## config.mk

```make
export PLATFORM = sky130hd
export DESIGN_NAME = burst_addr_seq
export DESIGN_NICKNAME = d
export VERILOG_FILES = /design/src/rtl/burst_pkg.sv /design/src/rtl/burst_load_ctrl.sv /design/src/rtl/burst_wrap_counter.sv /design/src/rtl/burst_order_map.sv /design/src/rtl/burst_addr_seq.sv
export SDC_FILE = /design/constraint.sdc
export NUM_CORES = 1
export LEC_CHECK = 0
export BUFFER_PORTS_ARGS = -buffer_cell sky130_fd_sc_hd__buf_2
export CELL_PAD_IN_SITES_DETAIL_PLACEMENT = 0
export CELL_PAD_IN_SITES_GLOBAL_PLACEMENT = 1
export CORE_MARGIN = 2
export CORE_UTILIZATION = 35
export CTS_CLUSTER_SIZE = 20
export DETAILED_ROUTE_END_ITERATION = 7
export PLACE_DENSITY_LB_ADDON = 0.1
export SLEW_MARGIN = 25
export SYNTH_ARGS = -nofsm -noshare
export SYNTH_HDL_FRONTEND = slang
export SYNTH_SLANG_ARGS = --single-unit
export TNS_END_PERCENT = 100
```

## constraint.sdc

```tcl
create_clock -name clk -period 2.1 [get_ports clk]
set_input_delay 0.105 -clock clk [delete_from_list [all_inputs] [get_ports clk]]
set_output_delay 0.105 -clock clk [all_outputs]
set_load 0.02 [all_outputs]
```

## src/rtl/burst_pkg.sv

```systemverilog
package burst_pkg;

    typedef enum logic {
        ORD_LINEAR = 1'b0,
        ORD_XOR    = 1'b1
    } order_e;

    typedef struct packed {
        logic load;
        logic step;
    } burst_ctl_t;

    function automatic burst_ctl_t decode_ctl(input logic cpu_n,
                                              input logic ctl_n,
                                              input logic adv_n);
        burst_ctl_t c;
        c.load = !cpu_n || !ctl_n;
        c.step = !c.load && !adv_n;
        return c;
    endfunction

endpackage

```

## src/rtl/burst_load_ctrl.sv

```systemverilog
module burst_load_ctrl
    import burst_pkg::*;
(
    input  logic       strobe_cpu_n,
    input  logic       strobe_ctl_n,
    input  logic       adv_n,
    output burst_ctl_t ctl
);

    always_comb begin
        ctl = decode_ctl(strobe_cpu_n, strobe_ctl_n, adv_n);
    end

endmodule

```

## src/rtl/burst_wrap_counter.sv

```systemverilog
module burst_wrap_counter #(
    parameter int CNT_W = 2
) (
    input  logic             clk,
    input  logic             rst,
    input  logic             clear,
    input  logic             step,
    output logic [CNT_W-1:0] cnt
);

    always_ff @(posedge clk) begin
        if (rst || clear) begin
            cnt <= '0;
        end else if (step) begin
            cnt <= cnt + CNT_W'(1);
        end
    end

endmodule

```

## src/rtl/burst_order_map.sv

```systemverilog
module burst_order_map
    import burst_pkg::*;
#(
    parameter int CNT_W = 2
) (
    input  logic [CNT_W-1:0] start_lo,
    input  logic [CNT_W-1:0] cnt,
    input  order_e           mode,
    output logic [CNT_W-1:0] lo
);

    always_comb begin
        unique case (mode)
            ORD_XOR:    lo = start_lo ^ cnt;
            default:    lo = start_lo + cnt;
        endcase
    end

endmodule

```

## src/rtl/burst_addr_seq.sv

```systemverilog
module burst_addr_seq
    import burst_pkg::*;
#(
    parameter int ADDR_W = 17,
    parameter int CNT_W  = 2
) (
    input  logic              clk,
    input  logic              rst,
    input  logic [ADDR_W-1:0] addr_in,
    input  logic              strobe_cpu_n,
    input  logic              strobe_ctl_n,
    input  logic              adv_n,
    input  logic              order_sel,
    output logic [ADDR_W-1:0] addr_out,
    output logic              burst_start
);

    localparam int HI_W = ADDR_W - CNT_W;

    burst_ctl_t        ctl;
    logic [ADDR_W-1:0] base_q;
    order_e            mode_q;
    logic              start_q;
    logic [CNT_W-1:0]  cnt;
    logic [CNT_W-1:0]  lo;

    burst_load_ctrl u_ctl (
        .strobe_cpu_n (strobe_cpu_n),
        .strobe_ctl_n (strobe_ctl_n),
        .adv_n        (adv_n),
        .ctl          (ctl)
    );

    burst_wrap_counter #(.CNT_W(CNT_W)) u_cnt (
        .clk   (clk),
        .rst   (rst),
        .clear (ctl.load),
        .step  (ctl.step),
        .cnt   (cnt)
    );

    always_ff @(posedge clk) begin
        if (rst) begin
            base_q  <= '0;
            mode_q  <= ORD_LINEAR;
            start_q <= 1'b0;
        end else begin
            if (ctl.load) begin
                base_q <= addr_in;
            end
            mode_q  <= order_e'(order_sel);
            start_q <= ctl.load;
        end
    end

    burst_order_map #(.CNT_W(CNT_W)) u_map (
        .start_lo (base_q[CNT_W-1:0]),
        .cnt      (cnt),
        .mode     (mode_q),
        .lo       (lo)
    );

    assign addr_out    = {base_q[ADDR_W-1 -: HI_W], lo};
    assign burst_start = start_q;

endmodule

```

After elaboration in Yosys (flattened, before gate mapping)
Index checks and enable logic that the tools add are counted.
Operators by class
  bitwise gates (word level): 1
  reductions and logical operators: 7
  multiplexer cells: 1
  add/subtract/negate cells: 2
Operators by type and width (number)
  $logic_not 1->1: 4
  $add 2x1->2 const B: 1
  $add 2x2->2: 1
  $logic_or 1x1->1: 2
  $mux 2: 1
  $xor 2x2->2: 1
  $logic_and 1x1->1: 1
Word-level totals
  input bits: 23
  register bits after elaboration: 21
  output and inout port bits: 18
  word-level logic and storage cells: 15

Longest topological paths before layout
  word-level depth: 4
  depth in mapped cells: 5
  mapped depth without buffers: 3

Hierarchy
From an unflattened synthesis, not the netlist that was laid out.
Second synthesis, totals
  cell total of the unflattened synthesis: 87
  area total of the unflattened synthesis: 913.4 um^2
By module, submodules not included
  burst_addr_seq: times used 1, area an instance 780.7 um^2, cells each 74, seq. area each 380.4 um^2
  burst_wrap_counter: times used 1, area an instance 83.8 um^2, cells each 7, seq. area each 40.0 um^2
  burst_order_map: times used 1, area an instance 36.3 um^2, cells each 4, seq. area each 0.0 um^2
  burst_load_ctrl: times used 1, area an instance 12.5 um^2, cells each 2, seq. area each 0.0 um^2

Worst setup path after synthesis
Ideal clock, no wire load.
  path type: register to output
  start: reg base_q[0]
  end: out addr_out[1]
  slack: 1.024 ns
  cell stages (with the launch flop): 4
  arrival: 0.971 ns
  path through: dfxtp_1 -> ha_1 -> nor2b_1 -> xnor2_1
Between the ends
  cells in the longest elaborated chain, start to end: 2
RTL lines
  start: declaration: RTL line burst_addr_seq.sv:21  | logic [ADDR_W-1:0] base_q;
  start signal: assignment: RTL line burst_addr_seq.sv:49  | base_q <= addr_in;
  $add 2x2->2: RTL line burst_order_map.sv:15  | default: lo = start_lo + cnt;
  $mux 2: RTL line burst_order_map.sv:13  | unique case (mode)
  end: declaration: RTL line burst_addr_seq.sv:14  | output logic [ADDR_W-1:0] addr_out,
Every way passes these cells.

Final worst setup path
Same ends and word-level chain as after synthesis.

==> results.env <==
FILL_CELLS=257
SYNTH-SEQ-CELLS=21
SETUP_WS_NS=0.742
DIE_HEIGHT_UM=55.5
SETUP_VIOL=0
NETLIST_AREA_UM2=927
GRT_USE_TOTAL=0.117
PRE_ANTENNA_DRT_ITERS=4
SYNTH_TOP_CELL_BY_AREA='dfxtp_1'
GP_ROUTABILITY_CONGESTION=0.680
HTREEDEPTH=1
AREA_GROWTH_PCT=12.1
DRT-WIRELENGTH-PER-CELL_UM=10.5
INITIAL_CORE_UTIL=0.371
MAXCAPVIOLATIONS=0
POST_SYNTH_CELL_TYPES=17
ANTENNA-DIODE-COUNT=0
VIA_PER_INST=4.41
CRITICAL_PATH_BUF_INV_COUNT=1
GRT_SETUP_UNREPAIRED='no'
POWER.STATIC_LEAKAGE_nW=0.492
CPPEAKSTAGEDELAY_NS=0.33
FINAL_DESIGN_AREA_NO_FILL_UM2=1040
TIMING.CRITICAL_PATH.SLOWEST_STAGE_CELL='dfxtp_1'
DP.CELLS=155
CLK_PATH_BUF_DEPTH=2
FINALCRITPERIODSHARE=0.647
GRT_MAX_DEGREE=22
CTS_INSERTED_BUFFERS=3
WORST_MARGIN_SLEW_NS=0.508
DPL_CELL_AREA_UM2=1000
IO_BUFFERS=40
POST_SYN_NETS=129
POSTCTSRESIZEDCELLS=0
WORSTHOLDPATHTYPE='in -> reg'
REG_CLK_SLEW_REPORTED_PATHS_NS=0.11
DRT_FIRST_ITER_VIOLATIONS=4
CRIT_FANOUT=2
NUM-NETS-FINAL=155
ROWS=18
DIEAREA_UM2=3080
RUN_STATUS='finished, final reports clean'
TOTALPOWERFINAL_W=0.000747
TIMING.SLEW.HEADROOM=0.662
PIN_COUNT=41
TIMING.CRITICAL_PATH.MAX_DELAY_FAMILY='flip-flops'
VDD.IR_DROP.WORST_uV=493
POSTROUTEWIRELENGTH_UM=1680
POST_ROUTE_CELLS_DRIVE_ABOVE_1_SHARE=0.431
NUMBER_OF_STANDARD_CELLS_IN_THE_LAYOUT_TAPS_IN_AND_FILLERS_OUT=160
FMAXACHIEVABLE_MHz=736
CTS_TREE='done'
CRITICAL_PATH.STARTPOINT_TYPE='register'
GRT_OVERFLOW_TOTAL=0
YOSYSWARNINGS=0
FINAL_PERIOD_MINUS_WORST_SETUP_SLACK_NS=1.36
VIA_COUNT=705
SETUP_TOTAL_NEGATIVE_SLACK_NS=0
ROUTE.DETAILED.DRC=0
TIMING.FINAL.HOLD_VIOLATIONS=0
WORSTPATHCELLLIST='ha_1 > nor2b_1 > xnor2_1 > buf_2'
FLOORPLAN.CORE_AREA_UM2=2500
ROUTE.ANTENNA.REMAINING_NETS=0
NUMBER_OF_GLOBAL_ROUTE_VIAS_BEFORE_REPAIR=670
DIE_X_UM=55.5
DP_WORST_SETUP_SLACK_NS=1.07
SYN_AREA_PER_CELL_UM2=8.83
DP_HPWL_UM=1160
GRT_PASS1_WL_UM=2900
WORSTPATHARRIVAL_NS=1.25
CTS_ROOT_BUF='clkbuf_4'
NETLIST_TOP_CELLS_AREA='dfxtp_1 45%, nand2_1 13%, buf_4 12%'
POWER_DENSITY_nW_PER_UM2=719
GRT_ANTENNA_BEFORE_REPAIR=0
INSERTION_DELAY_NS=0.29
SETUP_SKEW_NS=0.000411
CLKSINKCOUNT=21
NUMBER_OF_INSTANCES_IN_THE_SYNTHESIZED_NETLIST=105
WORST_PATH_REQUIRED_TIME_NS=2.00
SYNTH_TOP_AREA_SHARE=0.453
SETUP.WORST_PATH.END_CLASS='primary output'
CRITICALPATHCATEGORY='reg -> out'
FINAL-MAX-SLEW-VIOLATION-COUNT=0
SEQ_AREA_FRAC_SYNTH=0.453
[synthesized netlist by cell type]
cell      count
dfxtp_1      21
buf_4        15
nor3_1        1
a21oi_2       9
nand2_2       3
nand2_1      32
nor4_1        1
buf_8         1
buf_12        1
and2_4        1
xnor2_1       3
clkbuf_1      1
nor2_1        1
nor2b_1       4
a21oi_1       8
buf_2         2
ha_1          1
[final timing paths]
kind	startpoint	endpoint	slack, ns	cells past startpoint
worst min register to register	base_q[6]	base_q[6]	0.45	2
worst max register to register	u_cnt.cnt[0]	u_cnt.cnt[1]	1.22	3
worst max-delay path	base_q[0]	addr_out[1]	0.74	4
worst min-delay path	addr_in[7]	base_q[7]	0.04	3
[power breakdown]
part           internal [W]  switching (W)  leakage (nW)
Clock             0.0000738       0.000115        0.0150
Sequential         0.000421      0.0000102         0.174
Combinational     0.0000503      0.0000760         0.303
[what timing repair did]
item / in CTS / in global routing
hold endpoints to repair: 1 / 0
hold buffers: 1 / 0
buffers inserted: 0 / 0
[cells in the final DEF, fill, tap and decap left out]
cell           instances
clkbuf_4               3
ha_1                   1
nand2_1               32
xnor2_1                3
a21oi_2                9
clkbuf_1               1
nand2_2                3
dfxtp_1               21
nor2_1                 1
nor4_1                 1
a21oi_1                8
nor3_1                 1
dlygate4sd3_1          1
buf_2                 40
nor2b_1                4
and2_4                 1
[final cells by class]
| cell class | instances | area (um^2) | share of cell area |
|---|---|---|---|
| sequential | 21 | 420 | 0.404 |
| multi-input combinational | 64 | 345 | 0.332 |
| timing repair buffer | 41 | 210 | 0.202 |
| clock buffer | 4 | 26.3 | 0.0253 |
| tap | 30 | 37.5 | 0.0361 |
[state kept, by name, summed over array words and instances (netlist names)]
name and count:
u_cnt.cnt 2, burst_start 1, base_q 17, mode_q 1
[through the flow]
stage | hold slack [ns] | util
2_1_floorplan | 0.177 | -
3_3_place_gp | 0.315 | 0.401
3_5_place_dp | 0.319 | 0.401
4_1_cts | 0.0236 | 0.416
5_1_grt | 0.0290 | 0.416
6_report | 0.0362 | 0.416
[routing by layer]
metal / routed length (um) / GRT usage
met4: 9 / 0.0209
met3: 127 / 0.0492
met1: 781 / 0.137
met5: 0 / 0
met2: 765 / 0.201
[worst register-to-register path, stage by stage, from the launching register on]
cell,delay [ns]
dfxtp_1,0.36
nor2b_1,0.21
xnor2_1,0.14
nor3_1,0.05
[cell families (layout without fill, tap and decap cells)]
| group | Yosys count | count (layout) | synth area share |
|---|---|---|---|
| flops | 21 | 21 | 0.453 |
| xor+xnor | 3 | 3 | 0.0283 |
| fa+ha+maj | 1 | 1 | 0.0135 |
| compound gates | 17 | 17 | 0.128 |
| simple gates | 43 | 43 | 0.202 |
| buf+inv | 20 | 45 | 0.174 |
Note: power is estimated with default switching activity, not from simulation.
